--- src/rtl/f64cvt_pkg.sv ---
package f64cvt_pkg;
  localparam int FP_W   = 64;
  localparam int EXP_W  = 11;
  localparam int FRAC_W = 52;
  localparam int BIAS   = 1023;
  localparam int UEXP_W = EXP_W + 2;

  typedef enum logic [1:0] {
    RM_NEAR_EVEN = 2'd0,
    RM_TO_ZERO   = 2'd1,
    RM_UP        = 2'd2,
    RM_DOWN      = 2'd3
  } rmode_e;
endpackage

--- src/rtl/cvt_unpack.sv ---
module cvt_unpack
  import f64cvt_pkg::*;
(
  input  logic [FP_W-1:0]          op,
  output logic                     sign,
  output logic signed [UEXP_W-1:0] uexp,
  output logic [FRAC_W:0]          sig,
  output logic                     nonfinite
);
  logic [EXP_W-1:0] bexp;

  always_comb begin
    sign      = op[FP_W-1];
    bexp      = op[FP_W-2 -: EXP_W];
    // Hidden bit is present only for normal numbers.
    sig       = {(bexp != '0), op[FRAC_W-1:0]};
    // Subnormals land far below -1 and are treated as tiny.
    uexp      = $signed({2'b00, bexp}) - $signed(UEXP_W'(BIAS));
    nonfinite = (bexp == '1);
  end
endmodule

--- src/rtl/cvt_align.sv ---
module cvt_align
  import f64cvt_pkg::*;
#(
  parameter int INT_W = 32
) (
  input  logic signed [UEXP_W-1:0] uexp,
  input  logic [FRAC_W:0]          sig,
  output logic [INT_W-1:0]         ipart,
  output logic                     guard,
  output logic                     sticky,
  output logic                     huge
);
  localparam int FIX_W = INT_W + FRAC_W + 1;
  localparam int SH_W  = $clog2(INT_W + 1);

  logic [FIX_W-1:0]  fixv;
  logic [SH_W-1:0]   sh;
  logic              tiny;
  logic [UEXP_W-1:0] sh_full;

  always_comb begin
    huge    = (uexp >= $signed(UEXP_W'(INT_W)));
    tiny    = (uexp < $signed(-(UEXP_W'(1))));
    sh_full = UEXP_W'(uexp + $signed(UEXP_W'(1)));
    sh      = sh_full[SH_W-1:0];
    // Fixed point: INT_W integer bits above FRAC_W+1 fraction bits.
    fixv    = {{INT_W{1'b0}}, sig} << sh;
    if (tiny || huge) begin
      ipart  = '0;
      guard  = 1'b0;
      sticky = |sig;
    end else begin
      ipart  = fixv[FIX_W-1 -: INT_W];
      guard  = fixv[FRAC_W];
      sticky = |fixv[FRAC_W-1:0];
    end
  end
endmodule

--- src/rtl/cvt_round.sv ---
module cvt_round
  import f64cvt_pkg::*;
#(
  parameter int INT_W = 32
) (
  input  logic [1:0]       mode,
  input  logic             sign,
  input  logic [INT_W-1:0] ipart,
  input  logic             guard,
  input  logic             sticky,
  input  logic             huge,
  input  logic             nonfinite,
  output logic [INT_W-1:0] result,
  output logic             f_inv,
  output logic             f_ovf,
  output logic             f_inx
);
  localparam logic [INT_W:0]   POS_LIM = {2'b00, {(INT_W-1){1'b1}}};
  localparam logic [INT_W:0]   NEG_LIM = {2'b01, {(INT_W-1){1'b0}}};
  localparam logic [INT_W-1:0] BAD_VAL = {1'b0, {(INT_W-1){1'b1}}};

  logic           inc;
  logic [INT_W:0] mag;
  logic           oor;
  logic           frac;

  always_comb begin
    frac = guard | sticky;
    unique case (rmode_e'(mode))
      RM_NEAR_EVEN: inc = guard & (sticky | ipart[0]);
      RM_TO_ZERO:   inc = 1'b0;
      RM_UP:        inc = ~sign & frac;
      RM_DOWN:      inc = sign & frac;
      default:      inc = 1'b0;
    endcase
    mag    = {1'b0, ipart} + {{INT_W{1'b0}}, inc};
    oor    = huge | (sign ? (mag > NEG_LIM) : (mag > POS_LIM));
    f_inv  = nonfinite | oor;
    f_ovf  = f_inv;
    f_inx  = ~f_inv & frac;
    if (f_inv)     result = BAD_VAL;
    else if (sign) result = ~mag[INT_W-1:0] + 1'b1;
    else           result = mag[INT_W-1:0];
  end
endmodule

--- src/rtl/f64_to_i32_cvt.sv ---
module f64_to_i32_cvt
  import f64cvt_pkg::*;
#(
  parameter int INT_W = 32
) (
  input  logic             clk,
  input  logic             rst,
  input  logic             mode_wr,
  input  logic [1:0]       mode_wdata,
  input  logic             op_valid,
  input  logic [63:0]      op_bits,
  output logic [1:0]       rmode,
  output logic             res_valid,
  output logic [INT_W-1:0] res_int,
  output logic             flg_invalid,
  output logic             flg_overflow,
  output logic             flg_inexact
);
  localparam logic [INT_W-1:0] BAD_VAL = {1'b0, {(INT_W-1){1'b1}}};

  logic                     u_sign, u_nonfin;
  logic signed [UEXP_W-1:0] u_exp;
  logic [FRAC_W:0]          u_sig;
  logic [INT_W-1:0]         a_int;
  logic                     a_guard, a_sticky, a_huge;
  logic [INT_W-1:0]         r_val;
  logic                     r_inv, r_ovf, r_inx;

  cvt_unpack u_unpack (
    .op(op_bits), .sign(u_sign), .uexp(u_exp), .sig(u_sig), .nonfinite(u_nonfin)
  );

  cvt_align #(.INT_W(INT_W)) u_align (
    .uexp(u_exp), .sig(u_sig), .ipart(a_int), .guard(a_guard),
    .sticky(a_sticky), .huge(a_huge)
  );

  cvt_round #(.INT_W(INT_W)) u_round (
    .mode(rmode), .sign(u_sign), .ipart(a_int), .guard(a_guard),
    .sticky(a_sticky), .huge(a_huge), .nonfinite(u_nonfin),
    .result(r_val), .f_inv(r_inv), .f_ovf(r_ovf), .f_inx(r_inx)
  );

  always_ff @(posedge clk) begin
    if (rst) begin
      rmode        <= 2'd0;
      res_valid    <= 1'b0;
      res_int      <= '0;
      flg_invalid  <= 1'b0;
      flg_overflow <= 1'b0;
      flg_inexact  <= 1'b0;
    end else begin
      if (mode_wr) rmode <= mode_wdata;
      res_valid <= op_valid;
      if (op_valid) begin
        res_int      <= r_val;
        flg_invalid  <= flg_invalid  | r_inv;
        flg_overflow <= flg_overflow | r_ovf;
        flg_inexact  <= flg_inexact  | r_inx;
      end
    end
  end

  p_mode_hold_r1: assert property (@(posedge clk) disable iff (rst)
    !mode_wr |=> $stable(rmode));
  p_nonfinite_flags_r6: assert property (@(posedge clk) disable iff (rst)
    op_valid && u_nonfin |=> flg_invalid && flg_overflow && res_int == BAD_VAL);
  p_huge_flags_r7: assert property (@(posedge clk) disable iff (rst)
    op_valid && a_huge |=> flg_invalid && flg_overflow && res_int == BAD_VAL);
  p_sticky_inv_r9: assert property (@(posedge clk) disable iff (rst)
    flg_invalid |=> flg_invalid);
  p_sticky_inx_r9: assert property (@(posedge clk) disable iff (rst)
    flg_inexact |=> flg_inexact);
  p_latency_r10: assert property (@(posedge clk) disable iff (rst)
    op_valid |=> res_valid);
  p_hold_r10: assert property (@(posedge clk) disable iff (rst)
    !op_valid |=> $stable(res_int));
endmodule

--- config.mk ---
export PLATFORM = sky130hd
export DESIGN_NAME = f64_to_i32_cvt
export DESIGN_NICKNAME = d
export VERILOG_FILES = /design/src/rtl/f64cvt_pkg.sv /design/src/rtl/cvt_unpack.sv /design/src/rtl/cvt_align.sv /design/src/rtl/cvt_round.sv /design/src/rtl/f64_to_i32_cvt.sv
export SDC_FILE = /design/constraint.sdc
export NUM_CORES = 1
export LEC_CHECK = 0
export CORE_ASPECT_RATIO = 0.5
export CORE_MARGIN = 2
export CORE_UTILIZATION = 59
export CTS_CLUSTER_DIAMETER = 80
export DETAILED_ROUTE_END_ITERATION = 8
export PLACE_DENSITY = 0.84
export SYNTH_ARGS = -nofsm -noshare
export SYNTH_HDL_FRONTEND = slang
export SYNTH_HIERARCHICAL = 1
export SYNTH_SLANG_ARGS = --single-unit
--- constraint.sdc ---
create_clock -name clk -period 13.2 [get_ports clk]
set_input_delay 3.3 -clock clk [delete_from_list [all_inputs] [get_ports clk]]
set_output_delay 3.3 -clock clk [all_outputs]
set_load 0.02 [all_outputs]
==> metrics.csv <==
stage,metric,value,unit
outcome,status,"complete, no violations",
synth,yosys.area.top_type,sky130_fd_sc_hd__mux2i_1,
clock_network,clk_path_buf_depth,2,
layout,layout-drive-gt1-share,11.5,%
detailed_routing,dr.first_iter.drc_count,1243,
power,vdd_ir_drop_max,0.0606,mV
global_routing,pin_count_of_the_biggest_net_entering_global_routing,81,
detailed_routing,antenna_violating_nets_post_route,0,
layout,layout-area-overhead-vs-synth,9.06,%
synth,yosysMostFrequentCell,sky130_fd_sc_hd__nor2_1,
detailed_routing,vias,9463,
critical_path,setup.worst_path.start_class,input pin,
layout,layout.nets,1218,
power,p_leak,3.58,nW
global_routing,antenna_violations_before_repair,0,
clock_network,ctsRootBufferMaster,sky130_fd_sc_hd__clkbuf_16,
timing,setup_tns_after_final_layout,0,ps
placed_design,gpl_wtd_cong,1.03,
job,max_cap_violations,0,
layout,filler_cell_count,1218,
global_routing,grt_pass1_vias,8209,
placed_design,place.port_buffers,107,
timing,timing.slew.headroom,11.9,%
global_routing,global_route_wire_length_before_repair,45900,um
clock_network,clk_pin_slew,60,ps
clock_network,tritoncts.num_buffers,5,
clock_network,cts_resizes,0,
synth,yosys.cell_types.count,85,
floorplan,rows,31,
timing,fmax,81.7,MHz
synth,postSynthNetCount,1218,
detailed_routing,viasPerCell,7.07,
synth,ys_top_cells_by_area,"sky130_fd_sc_hd__mux2i_1, sky130_fd_sc_hd__dfxtp_1, sky130_fd_sc_hd__mux2_2",
detailed_routing,routed_wl,30500,um
synth,netlist_instances,1140,
clock_network,cts_post_setup_buffers_inserted,0,
timing,final-hold-violation-count,0,
synth,synth-main-ff-cell,sky130_fd_sc_hd__dfxtp_1,
critical_path,cp_data_required_time,13360,ps
clock_network,tritoncts_num_sinks,38,
critical_path,worstPathMaxFanout,34,
global_routing,gr-total-overflow,0,
placed_design,detailedPlacementHpwl,23500,um
floorplan,dieArea,15500,sq um
power,power.total,0.000779,W
critical_path,critPathKind,input pin to flop,
timing,timing.final.max_slew_violations,0,
critical_path,worstPathArrival,12400,ps
synth,postSynthRegisterBits,38,
clock_network,tritoncts_clock_tree,built,
min_path,hold_path.class,flop to flop,
clock_network,clk-insertion-delay-late,280,ps
power,power.density_cell_area,83.6,nW/um^2
synth,synth-edff-count,0,
floorplan,top_level_port_count,108,
synth,ys_top_cells_by_count,"sky130_fd_sc_hd__nor2_1, sky130_fd_sc_hd__mux2i_1, sky130_fd_sc_hd__nand2_1, sky130_fd_sc_hd__buf_4",
synth,synth.avg_cell_area,7.50,sq um
synth,synth_top_area_share,14.2,%
synth,synth.cell_area,8550,sq um
global_routing,globalRouteTotalUtil,37.2,%
timing,layout_worst_path_cycle_share,92.8,%
timing,max_slew.worst_pin.slew,1310,ps
layout,layout.core_utilization,65.1,%
critical_path,setup.worst_path.end_class,flop,
detailed_routing,wire_per_inst,22.8,um
floorplan,core_area,14300,sq um
synth,fraction_of_the_yosys_area_taken_by_sequential_cells,8.90,%
floorplan,floorplan.die.height,89.1,um
timing,setup_violations,0,
timing,fin_worst_skew,5.02,ps
floorplan,floorplan.die.width,174,um
timing,grt_setup_unrepaired,false,
detailed_routing,drt_first_pass_iters,5,
detailed_routing,drc,0,
floorplan,initial_core_util,59.7,%
layout,n_antenna_cell,0,
timing,fin_crit,12250,ps
clock_network,postCtsHoldBufs,0,
synth,synth.yosys.warnings,6,
synth,fraction_of_synthesis_flops_using_an_asynchronous_set_or_reset_pin,0,%
clock_network,htree_levels,2,
==> per-stage QoR <==
| stage | hold WS (ps) | cell area, sq um | std cells | setup WS (ps) |
|---|---|---|---|---|
| finish | 470 | 9320 | 1338 | 955 |
| global route | 513 | 9320 | 1338 | 568 |
| CTS | 475 | 9320 | 1338 | 1230 |
| detailed placement | 459 | 9190 | 1331 | 1050 |
| global placement | 448 | 9190 | 1331 | 1250 |
| floorplan | 570 | 8550 | 1140 | 2860 |
==> layer usage <==
metal  vias to the layer above  wire [um]  global-route usage [%]
li1                       4217          -                       -
met1                      4458      13200                    51.6
met2                       709      13000                    59.8
met3                        79       3440                    6.72
met4                         0        833                    11.2
met5                         -          0                       0
==> critical path, stage by stage <==
cell and delay (ps):
sky130_fd_sc_hd__clkdlybuf4s50_1 550, sky130_fd_sc_hd__ha_1 310, sky130_fd_sc_hd__xor2_1 650, sky130_fd_sc_hd__nand3_1 450
sky130_fd_sc_hd__xor2_4 790, sky130_fd_sc_hd__o311ai_0 660, sky130_fd_sc_hd__o22ai_1 330, sky130_fd_sc_hd__a2111oi_2 90
sky130_fd_sc_hd__a32oi_1 310, sky130_fd_sc_hd__o21ai_0 150, sky130_fd_sc_hd__a21oi_1 300, sky130_fd_sc_hd__nor2_1 110
sky130_fd_sc_hd__a211oi_1 210, sky130_fd_sc_hd__ha_1 310, sky130_fd_sc_hd__ha_1 510, sky130_fd_sc_hd__nand3_4 180
sky130_fd_sc_hd__nor4_1 450, sky130_fd_sc_hd__xnor2_1 290, sky130_fd_sc_hd__nand4_1 250, sky130_fd_sc_hd__or4_1 760
sky130_fd_sc_hd__nor4_2 290, sky130_fd_sc_hd__o211a_2 650, sky130_fd_sc_hd__o211ai_1 220, sky130_fd_sc_hd__mux2i_1 200
sky130_fd_sc_hd__nor2_1 60
==> state kept, by name, indices dropped and copies added (netlist names) <==
name	cells
res_int	32
rmode	2
flg_inexact	1
flg_invalid	1
flg_overflow	1
res_valid	1
==> area by class of cell <==
| cell class | count | area, sq um | share of cell area [%] |
|---|---|---|---|
| well taps | 198 | 248 | 2.66 |
| flip-flops and latches | 38 | 761 | 8.16 |
| clock buffers | 5 | 125 | 1.34 |
| multi-input cells | 947 | 6880 | 73.8 |
| inverters | 19 | 71.3 | 0.765 |
| clock inverters | 2 | 10.0 | 0.107 |
| repair buffers | 129 | 1230 | 13.2 |
==> where the power goes <==
group          total [W]  internal, W  switching [W]
combinational   0.000540     0.000208       0.000331
clock           0.000111    0.0000681      0.0000434
sequential      0.000128     0.000123     0.00000535
total           0.000779     0.000399       0.000380
==> cells by family after synthesis <==
logic type,count (synthesis),synth area share (%)
and+or+nand+nor,447,26.1
DFF,38,8.90
buffers and inverters,155,11.5
adders and majority gates,8,1.17
xor gates and xnor gates,62,6.53
AOI/OAI and AO/OA,231,18.8
muxes,199,27.1
==> layout by cell type, fill, tap and decap left out, drive strengths merged, types with 19 or more instances in the layout <==
cell           netlist  final
mux2i              122    122
a211oi              22     22
o22ai               23     23
nand3               34     34
inv                 19     19
buf                106     23
xnor2               52     52
clkdlybuf4s50        0    106
nor2               127    127
o21ai               35     35
nand2              117    117
nor4                42     42
mux4                19     19
dfxtp               38     38
a21oi               51     51
nor3                27     27
nand4               32     32
mux2                58     58
==> path summary, 6_finish.rpt <==
check,from,end,slack (ps),depth (start not counted)
min,flg_invalid,flg_invalid,470,2
min reg2reg,flg_invalid,flg_invalid,470,2
max reg2reg,rmode[1],res_int[1],7990,15
max,op_bits[53],res_int[1],950,25
(Power assumes the default switching activity.)
